[config.mk]
export PLATFORM = sky130hd
export DESIGN_NAME = itlb_xlate
export DESIGN_NICKNAME = d
export VERILOG_FILES = /design/src/rtl/itlb_pkg.sv /design/src/rtl/itlb_hit_sel.sv /design/src/rtl/itlb_age_upd.sv /design/src/rtl/itlb_xlate.sv
export SDC_FILE = /design/constraint.sdc
export NUM_CORES = 1
export LEC_CHECK = 0
export ABC_AREA = 1
export BUFFER_PORTS_ARGS = -buffer_cell sky130_fd_sc_hd__buf_2
export CAP_MARGIN = 10
export CELL_PAD_IN_SITES_DETAIL_PLACEMENT = 0
export CELL_PAD_IN_SITES_GLOBAL_PLACEMENT = 1
export CORE_ASPECT_RATIO = 1.2
export CORE_UTILIZATION = 40
export DETAILED_ROUTE_END_ITERATION = 16
export PLACE_DENSITY = 0.74
export SYNTH_ARGS = -nofsm -noshare
export SYNTH_HDL_FRONTEND = slang
export SYNTH_SLANG_ARGS = --single-unit
export TNS_END_PERCENT = 10
[constraint.sdc]
create_clock -name clk -period 2.2 [get_ports clk]
set_input_delay 0.11 -clock clk [delete_from_list [all_inputs] [get_ports clk]]
set_output_delay 0.11 -clock clk [all_outputs]
set_load 0.005 [all_outputs]
[src/rtl/itlb_pkg.sv]
package itlb_pkg;
    // match word fields
    localparam int MW_VALID   = 0;
    localparam int MW_AGE_LSB = 6;
    localparam int AGE_W      = 2;
    // translate word fields
    localparam int TW_CI      = 1;
    localparam int TW_UEXE    = 6;
    localparam int TW_SEXE    = 7;

    typedef enum logic {
        SEL_MATCH = 1'b0,
        SEL_XLATE = 1'b1
    } entry_sel_e;
endpackage

[src/rtl/itlb_hit_sel.sv]
module itlb_hit_sel #(
    parameter int NWAYS = 2,
    parameter int TAG_W = 17,
    parameter int WAY_W = 1
) (
    input  logic [NWAYS-1:0]            vld,
    input  logic [NWAYS-1:0][TAG_W-1:0] tags,
    input  logic [TAG_W-1:0]            cmp_tag,
    output logic                        hit,
    output logic [WAY_W-1:0]            way
);
    logic [NWAYS-1:0] eq;

    for (genvar g = 0; g < NWAYS; g++) begin : g_cmp
        assign eq[g] = vld[g] && (tags[g] == cmp_tag);
    end

    // ascending scan: the last (highest) matching way is kept
    always_comb begin
        way = '0;
        for (int i = 0; i < NWAYS; i++) begin
            if (eq[i]) way = WAY_W'(i);
        end
    end

    assign hit = |eq;
endmodule

[src/rtl/itlb_age_upd.sv]
module itlb_age_upd #(
    parameter int NWAYS   = 2,
    parameter int USTATES = 4,
    parameter int WAY_W   = 1
) (
    input  logic [NWAYS-1:0][itlb_pkg::AGE_W-1:0] age_in,
    input  logic [WAY_W-1:0]                      hit_way,
    output logic [NWAYS-1:0][itlb_pkg::AGE_W-1:0] age_out
);
    localparam int AW = itlb_pkg::AGE_W;
    localparam logic [AW-1:0] AGE_TOP = AW'(USTATES - 1);

    for (genvar g = 0; g < NWAYS; g++) begin : g_age
        always_comb begin
            if (hit_way == WAY_W'(g))
                age_out[g] = AGE_TOP;
            else if (age_in[g] != '0)
                age_out[g] = age_in[g] - AW'(1);
            else
                age_out[g] = '0;
        end
    end
endmodule

[src/rtl/itlb_xlate.sv]
module itlb_xlate
    import itlb_pkg::*;
#(
    parameter int ADDR_W    = 32,
    parameter int PAGE_BITS = 13,
    parameter int NSETS     = 4,
    parameter int NWAYS     = 2,
    parameter int USTATES   = 4,
    localparam int SET_W    = $clog2(NSETS),
    localparam int WAY_W    = (NWAYS > 1) ? $clog2(NWAYS) : 1
) (
    input  logic              clk,
    input  logic              rst_n,
    input  logic              mmu_en,
    input  logic              mmu_present,
    input  logic              sup_mode,
    input  logic              wr_en,
    input  logic              wr_sel,
    input  logic [WAY_W-1:0]  wr_way,
    input  logic [SET_W-1:0]  wr_set,
    input  logic [ADDR_W-1:0] wr_data,
    input  logic              rd_sel,
    input  logic [WAY_W-1:0]  rd_way,
    input  logic [SET_W-1:0]  rd_set,
    output logic [ADDR_W-1:0] rd_data,
    input  logic              lk_req,
    input  logic [ADDR_W-1:0] lk_vaddr,
    output logic              lk_valid,
    output logic [ADDR_W-1:0] lk_paddr,
    output logic              lk_ci,
    output logic              lk_miss,
    output logic              lk_pfault,
    input  logic [ADDR_W-1:0] pk_vaddr,
    output logic [ADDR_W-1:0] pk_paddr,
    output logic [31:0]       cfg_word
);
    localparam int TAG_LSB = PAGE_BITS + SET_W;
    localparam int TAG_W   = ADDR_W - TAG_LSB;

    typedef logic [NWAYS-1:0][NSETS-1:0][ADDR_W-1:0] table_t;

    typedef struct packed {
        table_t              mw;
        table_t              tw;
        logic                vld;
        logic [ADDR_W-1:0]   pa;
        logic                ci;
        logic                miss;
        logic                pf;
    } state_t;

    state_t st_d, st_q;

    logic bypass;
    assign bypass = !(mmu_en && mmu_present);

    // ---------------- address split ----------------
    logic [SET_W-1:0] lk_set, pk_set;
    logic [TAG_W-1:0] lk_tag, pk_tag;
    assign lk_set = lk_vaddr[PAGE_BITS +: SET_W];
    assign pk_set = pk_vaddr[PAGE_BITS +: SET_W];
    assign lk_tag = lk_vaddr[ADDR_W-1:TAG_LSB];
    assign pk_tag = pk_vaddr[ADDR_W-1:TAG_LSB];

    // ---------------- per-way fields of the addressed set ----------------
    logic [NWAYS-1:0]            lk_vld, pk_vld;
    logic [NWAYS-1:0][TAG_W-1:0] lk_tags, pk_tags;
    logic [NWAYS-1:0][AGE_W-1:0] lk_ages, new_ages;

    for (genvar g = 0; g < NWAYS; g++) begin : g_way
        assign lk_vld[g]  = st_q.mw[g][lk_set][MW_VALID];
        assign lk_tags[g] = st_q.mw[g][lk_set][ADDR_W-1:TAG_LSB];
        assign lk_ages[g] = st_q.mw[g][lk_set][MW_AGE_LSB +: AGE_W];
        assign pk_vld[g]  = st_q.mw[g][pk_set][MW_VALID];
        assign pk_tags[g] = st_q.mw[g][pk_set][ADDR_W-1:TAG_LSB];
    end

    logic             lk_hit, pk_hit;
    logic [WAY_W-1:0] lk_way, pk_way;

    itlb_hit_sel #(.NWAYS(NWAYS), .TAG_W(TAG_W), .WAY_W(WAY_W)) u_sel_lk (
        .vld(lk_vld), .tags(lk_tags), .cmp_tag(lk_tag), .hit(lk_hit), .way(lk_way)
    );

    itlb_hit_sel #(.NWAYS(NWAYS), .TAG_W(TAG_W), .WAY_W(WAY_W)) u_sel_pk (
        .vld(pk_vld), .tags(pk_tags), .cmp_tag(pk_tag), .hit(pk_hit), .way(pk_way)
    );

    itlb_age_upd #(.NWAYS(NWAYS), .USTATES(USTATES), .WAY_W(WAY_W)) u_age (
        .age_in(lk_ages), .hit_way(lk_way), .age_out(new_ages)
    );

    // ---------------- translate words of the hit ways ----------------
    logic [ADDR_W-1:0] lk_tw, pk_tw;
    logic              lk_perm, pk_perm;
    assign lk_tw   = st_q.tw[lk_way][lk_set];
    assign pk_tw   = st_q.tw[pk_way][pk_set];
    assign lk_perm = sup_mode ? lk_tw[TW_SEXE] : lk_tw[TW_UEXE];
    assign pk_perm = sup_mode ? pk_tw[TW_SEXE] : pk_tw[TW_UEXE];

    // ---------------- next state ----------------
    always_comb begin
        st_d      = st_q;
        st_d.vld  = lk_req;
        st_d.miss = 1'b0;
        st_d.pf   = 1'b0;
        if (lk_req) begin
            if (bypass) begin
                st_d.pa = lk_vaddr;
                st_d.ci = lk_vaddr[ADDR_W-1];
            end else if (lk_hit) begin
                st_d.pa = {lk_tw[ADDR_W-1:PAGE_BITS], lk_vaddr[PAGE_BITS-1:0]};
                st_d.ci = lk_tw[TW_CI];
                st_d.pf = !lk_perm;
                for (int w = 0; w < NWAYS; w++) begin
                    st_d.mw[w][lk_set][MW_AGE_LSB +: AGE_W] = new_ages[w];
                end
            end else begin
                st_d.pa   = '0;
                st_d.ci   = 1'b0;
                st_d.miss = 1'b1;
            end
        end
        // software write overrides any age update on the same entry
        if (wr_en) begin
            if (entry_sel_e'(wr_sel) == SEL_XLATE)
                st_d.tw[wr_way][wr_set] = wr_data;
            else
                st_d.mw[wr_way][wr_set] = wr_data;
        end
    end

    always_ff @(posedge clk or negedge rst_n) begin
        if (!rst_n) st_q <= '0;
        else        st_q <= st_d;
    end

    // ---------------- outputs ----------------
    assign lk_valid  = st_q.vld;
    assign lk_paddr  = st_q.pa;
    assign lk_ci     = st_q.ci;
    assign lk_miss   = st_q.miss;
    assign lk_pfault = st_q.pf;

    assign rd_data = (entry_sel_e'(rd_sel) == SEL_XLATE) ? st_q.tw[rd_way][rd_set]
                                                        : st_q.mw[rd_way][rd_set];

    always_comb begin
        if (bypass)
            pk_paddr = pk_vaddr;
        else if (pk_hit && pk_perm)
            pk_paddr = {pk_tw[ADDR_W-1:PAGE_BITS], pk_vaddr[PAGE_BITS-1:0]};
        else
            pk_paddr = '0;
    end

    always_comb begin
        cfg_word      = '0;
        cfg_word[1:0] = 2'(NWAYS - 1);
        cfg_word[6:3] = 4'(SET_W);
    end
endmodule

==> Yosys cells after proc, flatten, opt, wreduce, memory -nomap -nowiden <==
Cells that the tools add are included.
{ "totals": {"ff_bits": 548, "input_bits": 111, "out_inout_bits": 132, "word_cells": 110} }
{ "classes": {"add_sub_neg": 2, "magnitude_cmp": 11, "eq_ne": 4, "n_mux": 57, "reduce_logical": 15} }
{ "ops": {"columns": ["op", "count"], "rows": [
  ["two-way mux 256 bit", 5],
  ["two-way mux 128 bit", 9],
  ["binary-select mux 32 bit (select 2 bit)", 8],
  ["bitwise mux 256 bit", 2],
  ["two-way mux 512 bit", 1],
  ["two-way mux 32 bit", 12],
  ["bitwise mux 128 bit", 2],
  ["demux 128 bit (select 1 bit)", 1],
  ["demux 32 bit (select 2 bit)", 2],
  ["== test 17 bit", 4],
  ["two-way mux 33 bit", 2],
  ["less-than comparator 2 x 3 -> 1 bit, second input constant", 4],
  ["two-way mux 2 bit", 6],
  ["logical AND 1 bit", 9],
  ["less-than comparator 1 x 2 -> 1 bit, second input constant", 4],
  ["two-way mux 8 bit", 1],
  ["two-way mux 1 bit", 6],
  [">= comparator 2 x 1 -> 1 bit, second input constant", 2],
  ["nonzero test 2 bit", 2],
  ["OR reduction 2 bit", 2],
  ["subtractor 2 x 1 -> 2 bit, second input constant", 2],
  ["AND reduction 2 bit", 1],
  [">= comparator 1 bit, second input constant", 1],
  ["logical NOT 1 bit", 1]
]} }

==> Logic depth before layout (Yosys ltp) <==
Gate-level depths: netlist of run 1.
{ "depth": {"depth_word": 14, "mapped_depth": 20, "depth_no_buf": 18} }

==> Cells and area by module <==
Synthesis of run 1 repeated with hierarchy kept, for this count alone.
{ "hier_totals": {"hier_cells": 4286, "hier_area_um2": 31233.7} }
{ "modules_own_cells": {"columns": ["module", "instances", "cells_per_inst", "area_per_inst_um2", "seq_area_each_um2"], "rows": [
  ["itlb_xlate", 1, 3977, 29971.2, 13713.2],
  ["itlb_hit_sel", 2, 149, 610.6, 0.0],
  ["itlb_age_upd", 1, 11, 41.3, 0.0]
]} }

==> Worst setup path after synthesis of run 1 <==
OpenSTA, ideal clock, no wires.
{ "synth_path": {"path_type": "in2out", "start": "in pk_vaddr[14]", "end": "out pk_paddr[28]", "arrival_time_ps": 2052, "required_time_ps": 2090, "slack_ps": 38, "stages": 16, "n_path_buf": 5, "path_cell_list": "buf_2 buf_4 nand3_1 nand2_1 xor2_1 nand2_1 nor2_4 nand3_1 buf_2 buf_6 buf_6 nand2_1 nand3_1 a31oi_1 nand2_1 o21ai_1"} }
{ "synth_between": {"elab_chain_len": 13, "elab_cells_between_ends": 18, "classes_between": "2 x eq/ne; 12 x mux; 4 x reduce/logical"} }
{ "synth_lines": {"columns": ["element", "line_no", "rtl"], "rows": [
  ["start: declaration", "itlb_xlate.sv:33", "input logic [ADDR_W-1:0] pk_vaddr,"],
  ["binary-select mux 32 bit (select 2 bit)", "itlb_xlate.sv:74, itlb_xlate.sv:75", null],
  ["two-way mux 32 bit (implied by the code)", "itlb_xlate.sv:75", "assign pk_tags[g] = st_q.mw[g][pk_set][ADDR_W-1:TAG_LSB];"],
  ["== test 17 bit", "itlb_hit_sel.sv:15", "assign eq[g] = vld[g] && (tags[g] == cmp_tag);"],
  ["logical AND 1 bit", "itlb_hit_sel.sv:15", null],
  ["two-way mux 1 bit", "itlb_hit_sel.sv:22", "if (eq[i]) way = WAY_W'(i);"],
  ["two-way mux 128 bit (implied by the code) (2 in series)", "itlb_xlate.sv:97", "assign pk_tw = st_q.tw[pk_way][pk_set];"],
  ["binary-select mux 32 bit (select 2 bit)", "itlb_xlate.sv:97", null],
  ["two-way mux 32 bit (implied by the code)", "itlb_xlate.sv:97", null],
  ["two-way mux 1 bit", "itlb_xlate.sv:99", "assign pk_perm = sup_mode ? pk_tw[TW_SEXE] : pk_tw[TW_UEXE];"],
  ["logical AND 1 bit", "itlb_xlate.sv:151", "else if (pk_hit && pk_perm)"],
  ["two-way mux 32 bit *", "itlb_xlate.sv:151", null],
  ["two-way mux 32 bit *", "itlb_xlate.sv:149", "if (bypass)"],
  ["end: declaration", "itlb_xlate.sv:34", "output logic [ADDR_W-1:0] pk_paddr,"]
]} }
Mark *: on every way between the ends. The rest lies on a longest branch, timed or not. The select of a mux whose other input is x is not followed.

==> Worst setup path in the final report of run 1 <==
{ "layout_path": {"start": "reg st_q[451] (netlist name)", "end": "out pk_paddr[30]"} }
{ "layout_between": {"elab_chain_len": 13, "elab_cells_between_ends": 14, "classes_between": "1 x eq/ne; 10 x mux; 3 x reduce/logical"} }
{ "layout_lines": {"columns": ["element", "line_no", "rtl"], "rows": [
  ["start: declaration", "itlb_xlate.sv:52", "state_t st_d, st_q;"],
  ["start signal: assignment", "itlb_xlate.sv:135", "else st_q <= st_d;"],
  ["binary-select mux 32 bit (select 2 bit) *", "itlb_xlate.sv:75", null],
  ["two-way mux 32 bit (implied by the code) *", "itlb_xlate.sv:75", null],
  ["== test 17 bit *", "itlb_hit_sel.sv:15", null],
  ["logical AND 1 bit *", "itlb_hit_sel.sv:15", null],
  ["two-way mux 1 bit", "itlb_hit_sel.sv:22", null],
  ["two-way mux 128 bit (implied by the code) (2 in series)", "itlb_xlate.sv:97", null],
  ["binary-select mux 32 bit (select 2 bit)", "itlb_xlate.sv:97", null],
  ["two-way mux 32 bit (implied by the code)", "itlb_xlate.sv:97", null],
  ["two-way mux 1 bit", "itlb_xlate.sv:99", null],
  ["logical AND 1 bit", "itlb_xlate.sv:151", null],
  ["two-way mux 32 bit *", "itlb_xlate.sv:151", null],
  ["two-way mux 32 bit *", "itlb_xlate.sv:149", null]
]} }
Marked as above.

==> results of run 1 <==
==> state kept, by name, summed over array words and instances, names as in the netlist <==
register and count:
st_q 512, lk_paddr 32, lk_ci 1, lk_miss 1
lk_pfault 1, lk_valid 1
==> critical path, stage by stage (launching register included) <==
cell and delay, ns:
dfrtp_1 0.40, nand2_1 0.08, nand3_1 0.10, nand2_1 0.06, nand2_1 0.10, nand2_1 0.07, nor2_1 0.11, nand2_1 0.11
nor2_4 0.16, buf_6 0.14, buf_12 0.11, nand4_1 0.11, nand3_1 0.10, nand3_1 0.09, nand3_2 0.10, nand3_4 0.19
buf_12 0.23, o21ai_4 0.25, buf_2 0.16
==> Yosys cell counts, types with 8 or more instances <==
master	count
a22oi_1	27
inv_1	422
o21ai_1	26
nand4_1	99
o31ai_1	20
or2_2	21
buf_2	51
a31oi_1	18
nor3_1	8
clkbuf_1	239
mux2i_1	37
o211ai_1	20
a21oi_1	335
nand3b_1	9
buf_4	71
o221ai_1	48
o22ai_1	82
nand2_1	1192
xor2_1	23
a221oi_1	20
nand3_1	213
buf_1	29
dfrtp_1	548
o21ai_0	792
nor2_1	167
==> layer usage <==
| metal | vias to the layer above | wire (um) |
|---|---|---|
| met5 | - | 26 |
| met4 | 4 | 10500 |
| met3 | 448 | 12700 |
| met2 | 1853 | 68300 |
| met1 | 16900 | 60100 |
| li1 | 16100 | - |
==> final timing paths <==
check / to / slack, ns
min reg2reg: lk_paddr[12] / 0.47
max in group asynchronous: st_q[105] / 1.22
max reg2reg: lk_paddr[13] / -0.47
min: st_q[61] / 0.009
max: pk_paddr[30] / -1.22
min in group clk: st_q[358] / 0.03
==> power by group through the flow <==
stage	combinational [uW]	sequential (uW)	clock (uW)
after floorplan	4990	13400	0
after global placement	9010	13700	0
after detailed placement	9110	13700	0
after CTS	9530	13600	11800
after global routing	10800	13800	12100
final	9820	13700	11600
==> final cells by class <==
cell class,count,area share
clock buffer,97,0.0473
tap,1044,0.0312
antenna,5,0.000299
clock inverter,21,0.00657
multi-input combinational,3213,0.391
sequential,548,0.327
timing repair buffer,773,0.157
inverter,435,0.0393
==> kinds of logic (layout without fill, tap and decap cells) <==
kind of cell | count (synthesis) | count (layout) | synth area share
flip-flops | 548 | 548 | 0.422
XOR/XNOR | 25 | 25 | 0.00675
multiplexers | 37 | 37 | 0.0114
AO/OA/AOI/OAI | 1392 | 1392 | 0.232
buffers and inverters | 827 | 1326 | 0.106
AND/OR/NAND/NOR | 1727 | 1727 | 0.221
other | 2 | 37 | 0.000231
==> what timing repair did <==
item,4_1_cts,5_1_grt
hold buffers,65,0
gates cloned,3,2
pin swaps,44,33
buffers inserted,15,7
setup endpoints to repair,99,104
endpoints found under the hold margin,629,0
resized for setup,158,69
==> stage by stage <==
step | cells | hold WS [ns] | power, uW | TNS (ns) | worst slack [ns]
floorplan | 4588 | -0.186 | 18300 | 0 | 0.0381
global placement | 5924 | 0.0745 | 22800 | -50.27 | -0.990
detailed placement | 5924 | 0.0848 | 22900 | -51.87 | -0.996
CTS | 6122 | 0.00228 | 34900 | -42.37 | -1.12
global route | 6133 | 0.0259 | 36800 | -57.91 | -1.32
finish | 6136 | 0.00872 | 35100 | -50.27 | -1.22
==> layout by cell type, fill, tap and decap left out, drive strengths merged, types with 9 or more instances in the layout <==
cell / n
o21ai: 818
a221oi: 20
a31oi: 18
mux2i: 37
clkbuf: 99
or2: 22
a21oi: 335
nand3b: 9
nand2: 1194
dfrtp: 548
clkinv: 17
buf: 704
inv: 431
nand4: 99
xor2: 23
o31ai: 20
o221ai: 48
nor2: 174
a22oi: 27
dlygate4sd3: 65
o22ai: 82
nand3: 215
o211ai: 20
conb: 32
==> metrics.txt, run 1 <==
Tot GR Track Use=0.364; met3 usage=0.0581; Slew headroom=0.276; yosys warns=0; Setup WS post-layout=-1.22 ns; fillcell total=8055; Final Util=0.521; max-cap violation count=0; Vias=35.3k; Internal Power=between 20000 and 25000 uW; clk sink count=548; clock share of power=0.330; switching pwr=12000 uW; Multi-input gate area=approximately 16000 sq um; Post-DRT Antenna Nets=0; final wirelength=152000 um; drt pass-1 iters=6; Final HPWL DP=105000 um; first-pass GRT wire length=220000 um; WP data arrival=roughly 3.3 ns; Distinct cells, synth=44; register area=13700 sq um; failing checks=negative setup slack; critical path class=flip-flop to primary output; starting density of the core=0.404; H-tree depth=3; met1 usage=0.460; final instance area=41900 sq um; post-synthesis cell area=around 32000 sq um; num rows=about 110; register area share after synthesis=0.422; busiest layer in global routing=met2; Worst-Margin Slew=1.08 ns; placed standard-cell area=37700 sq um; mean post-synth cell area=7.12 sq um; Final Skew=0.0259 ns; Area contributors post-synth=dfrtp_1 (42%), nand2_1 (14%), o21ai_0 (12%); Setup crit start=st_q[451]; post-synth top area share=0.422; largest net degree at the start of global routing=80; vias in the first global route=33.7k; worst r2r src=st_q[447]; grt total ovfl=0; Clock Tree Buf Depth=3; dominant cell type by area after synthesis=dfrtp_1; min-delay worst type=primary input to async pin; Max VDD drop=719 uV; Iteration-0 DRC Markers=3588; share of cells above drive strength 1=0.203; Worst-Skew Late Latency=0.64 ns; nets@finish=5148; Gate power share=0.280; Final Hold Vio Count=0; CTS Root Cell=clkbuf_16; max-slew violation count=0; # IOs=243; I/O Buffers=210; DR DRC count=0; die footprint=82300 sq um; leak pwr=0.0201 uW; worst reg2reg path depth=15; die height=about 310 um; Seq cells post-synth=548; Crit Path Max Fanout=7; CP required=2.09 ns; switching share of power=0.341; Cell Pwr Density=838 nW/um^2; sequential power share=0.390; Via density=5.76; Tmin final=3.42 ns; total CTS buffers=66; Final Cycle Share=1.55; initial antenna violation count=9; ys flop type=dfrtp_1; post-DR wirelength/cell=about 25 um; GPL Wtd Cong=1.06; met2 Track Usage GR=0.578; Async SR Flop Fraction=1.00; CP startpoint kind=flip-flop; die width=262 um; Reg clk slew, reported paths=around 0.06 ns; Post-synth EDFFs=0; RSZ-0062 raised after global routing=true; Cells after Synth=between 4k and 5k; P&R area growth vs syn=29.0%; core footprint=80400 sq um; Critical Path Sink Type=primary output; max frequency=293 MHz; CTS tree=yes; status=finished with violations; Final setup viols=88
Note: power is estimated with default switching activity, not from simulation.
==> run 2, diff against run 1 <==
ABC_AREA = unset   (was 1)
CORE_UTILIZATION = 46   (was 40)
CTS_CLUSTER_SIZE = 8   (was unset)
PLACE_DENSITY = 0.73   (was 0.74)
SYNTH_HIERARCHICAL = 1   (was unset)
==> run 2 against run 1 <==
  * The flow still finishes with violations (negative setup slack)
  * Synthesized cell count shrank 56%
  * Die area shrank 18%
  * Largest cell class unchanged
  * Register-to-register slack lost 0.82 ns
  * Critical endpoint is now pk_paddr[23]
  * Count of clock-buffer cells in the layout shrank 15
  * Via count shrank 42%
  * Clock skew grew 0.0066 ns
  * Utilization grew 5.3 points
==> metrics.txt, run 2 <==
Final setup viols=112 (+27%); die height=284 um (-9.5%); leading cell type in the layout, fill and taps excluded=dfrtp_1; Setup crit start=st_q[540]; worst path cell trace=mux4_2 > xor2_1 > nor4_1 > buf_4 > nand3_4 > nor2_4 > buf_4 > buf_12 > buf_6 > mux4_2 > mux2i_2 > nor2_2 > a22o_1 > buf_2; GPL Wtd Cong=0.899 (-15%); Via density=6.22 (+7.9%); Largest Register=st_q; Critical Path Sink Type=primary output; final instance area=37700 sq um (-10%); fin cells=3316 (-46%); Tot GR Track Use=0.284 (-0.0795); core footprint=65700 sq um (-18%); Placement Setup Slack=-1.35 ns (-0.351 ns); adder-cell share of the synthesized area=0 (unchanged); final hold slack=0.0246 ns (+0.0159 ns); Reg clk slew, reported paths=0.05 ns (about the same); register area share after synthesis=0.449 (+0.0266); critical path class=flip-flop to primary output; die width=237 um (-9.5%); largest net degree at the start of global routing=104 (+30%); Post-synth EDFFs=0 (unchanged); vias in the first global route=22.4k (-34%); Worst-Skew Late Latency=0.63 ns (about the same); I/O Buffers=210 (unchanged); final wirelength=92800 um (-39%); min-delay worst type=primary input to flip-flop; yosys warns=6 (+6); Synth top cells by count=dfrtp_1 (548), mux2_2 (494), mux4_2 (316); worst reg2reg path depth=11 (-4); max-slew violation count=0 (unchanged); post-synth top area share=0.449 (+0.0266); die footprint=67400 sq um (-18%); WP data arrival=3.94 ns (+0.63 ns); Async SR Flop Fraction=1.00 (unchanged); share of cells above drive strength 1=0.592 (+0.388); post-synthesis cell area=30500 sq um (-5.9%); CP required=2.09 ns (about the same); XOR/XNOR Fraction of Synth Area=0.0195 (+0.0128); most frequent cells in the layout=dfrtp_1 (548), mux2_2 (494), mux4_2 (318); Seq cells post-synth=548 (unchanged); Final Hold Vio Count=0 (unchanged); failing checks=negative setup slack; register area=13700 sq um (unchanged); max-cap violation count=0 (unchanged); grt total ovfl=0 (unchanged); initial antenna violation count=4 (-5); critical path's largest stage delay=0.50 ns (+0.10 ns); dominant cell type by area after synthesis=dfrtp_1; H-tree depth=3 (unchanged); mean post-synth cell area=15.1 sq um (+110%); ys flop type=dfrtp_1; Post-DRT Antenna Nets=0 (unchanged); CTS Root Cell=clkbuf_16; Final TNS setup=-111.61 ns (-61.34 ns); fillcell total=5210 (-35%); main combinational cell family by area after synthesis=multiplexers; Area contributors post-synth=dfrtp_1 (45%), mux4_2 (23%), mux2_2 (18%); total CTS buffers=78 (+18%); multiplexer share of the synthesized area=0.437 (+0.426); P&R area growth vs syn=23.5%; Final Cycle Share=1.84 (+0.289); Multi-input gate area=15800 sq um (-3.6%); CP startpoint kind=flip-flop; CTS tree=yes; Final Skew=0.0325 ns (+0.00660 ns); worst r2r src=st_q[472]; min-delay src=lk_vaddr[26]; count leader, synth=dfrtp_1; first-pass GRT wire length=143000 um (-35%); Slew headroom=0.452 (+0.176); # IOs=243 (unchanged); Max VDD drop=546 uV (-24%); leak pwr=0.0161 uW (-20%); status=finished with violations; Crit Path Max Fanout=5 (-2); Final HPWL DP=61400 um (-42%); simple-gate share of the synthesized area=0.0236 (-0.197); num rows=103 (-9.6%); Distinct cells, synth=41 (-6.8%); Vias=20.6k (-42%); Tmin final=4.05 ns (+0.636 ns); Worst-Margin Slew=0.823 ns (-0.262 ns); Compound-Gate Fraction of Synth Area=0.0240 (-0.208); post-DR wirelength/cell=28.0 um (+13%); Cells after Synth=2027 (-56%); DR DRC count=0 (unchanged); placed insts=3161 (-47%); number of flip-flops under the largest register name=512 (unchanged); drt pass-1 iters=5 (-1); RSZ-0062 raised after global routing=true; clk sink count=548 (unchanged); starting density of the core=0.465 (+0.0611); Slowest-stage cell, CP=mux4_2; WHS Path Cells=6; Cell Pwr Density=906 nW/um^2 (+8.1%); placed standard-cell area=34500 sq um (-8.4%); nets@finish=2579 (-50%); Setup WS post-layout=-1.85 ns (-0.636 ns); max frequency=247 MHz (-16%); Iteration-0 DRC Markers=1461 (-59%); Clock Tree Buf Depth=3 (unchanged)
## run 2: cell types whose count changed in the layout (fill, tap and decap cells not counted), sizes merged, moves of 321 or more
cell / change
mux4: +321
inv: -409
o21ai: -760
a21oi: -321
mux2: +496
nand2: -1120
## run 2: per-layer routing
layer	up-vias	GRT usage	share of wire
met2	743	0.461	0.49
met5	-	0	0.00052
li1	8535	-	-
met1	11200	0.380	0.41
met3	156	0.0522	0.063
met4	6	0.111	0.035
## run 2: worst max-delay path, delay by kind of cell, from the launching register on
family / cells / cell delay (ns)
flip-flops: 1 / 0.39
AND/OR/NAND/NOR: 4 / 0.67
multiplexers: 3 / 1.19
buffers and inverters: 5 / 0.69
XOR/XNOR: 1 / 0.15
AO/OA/AOI/OAI: 1 / 0.21
## run 2: final cells by class
class | count | share of cell area
Multi-Input combinational cell | 1243 | 0.419
Sequential cell | 548 | 0.364
Timing Repair Buffer | 577 | 0.132
Clock buffer | 82 | 0.0544
Tap cell | 840 | 0.0279
Inverter | 20 | 0.00199
Clock inverter | 4 | 0.00169
Antenna cell | 2 | 0.000133
## run 2: worst paths after layout
check | to | slack, ns
max | pk_paddr[23] | -1.85
min | lk_paddr[26] | 0.02
max reg2reg | lk_pfault | -1.29
min reg2reg | st_q[71] | 0.50
max in group asynchronous | st_q[160] | 1.43
min in group asynchronous | st_q[118] | 0.15
## run 2: metrics by stage
step                power [uW]   util
detailed placement       22900  0.526
global placement         22500  0.526
global route             35600  0.574
floorplan                19300      -
CTS                      34200  0.572
finish                   34200  0.574
## run 2: cell families (layout without fill, tap and decap cells)
kind of cell	Yosys count	count (layout)
compound gates	118	118
xor+xnor	68	68
buf+inv	266	683
flops	548	548
mux	868	868
other cells	2	34
simple gates	157	157
## run 2: report_power, final
part	total (uW)	internal [uW]	leakage [uW]	switching [uW]
Sequential	14000	12400	0.00671	1680
Combinational	9180	5670	0.00835	3510
Clock	10900	6620	0.00104	4320
## run 2: timing repair
item                                    CTS  global route
setup buffers                             3             5
gates resized for setup                  58            32
endpoints found under the hold margin   907             0
hold buffers                             60             0
gates cloned                              1             0
endpoints found under the setup margin  115           115
pin swaps                                 9             8
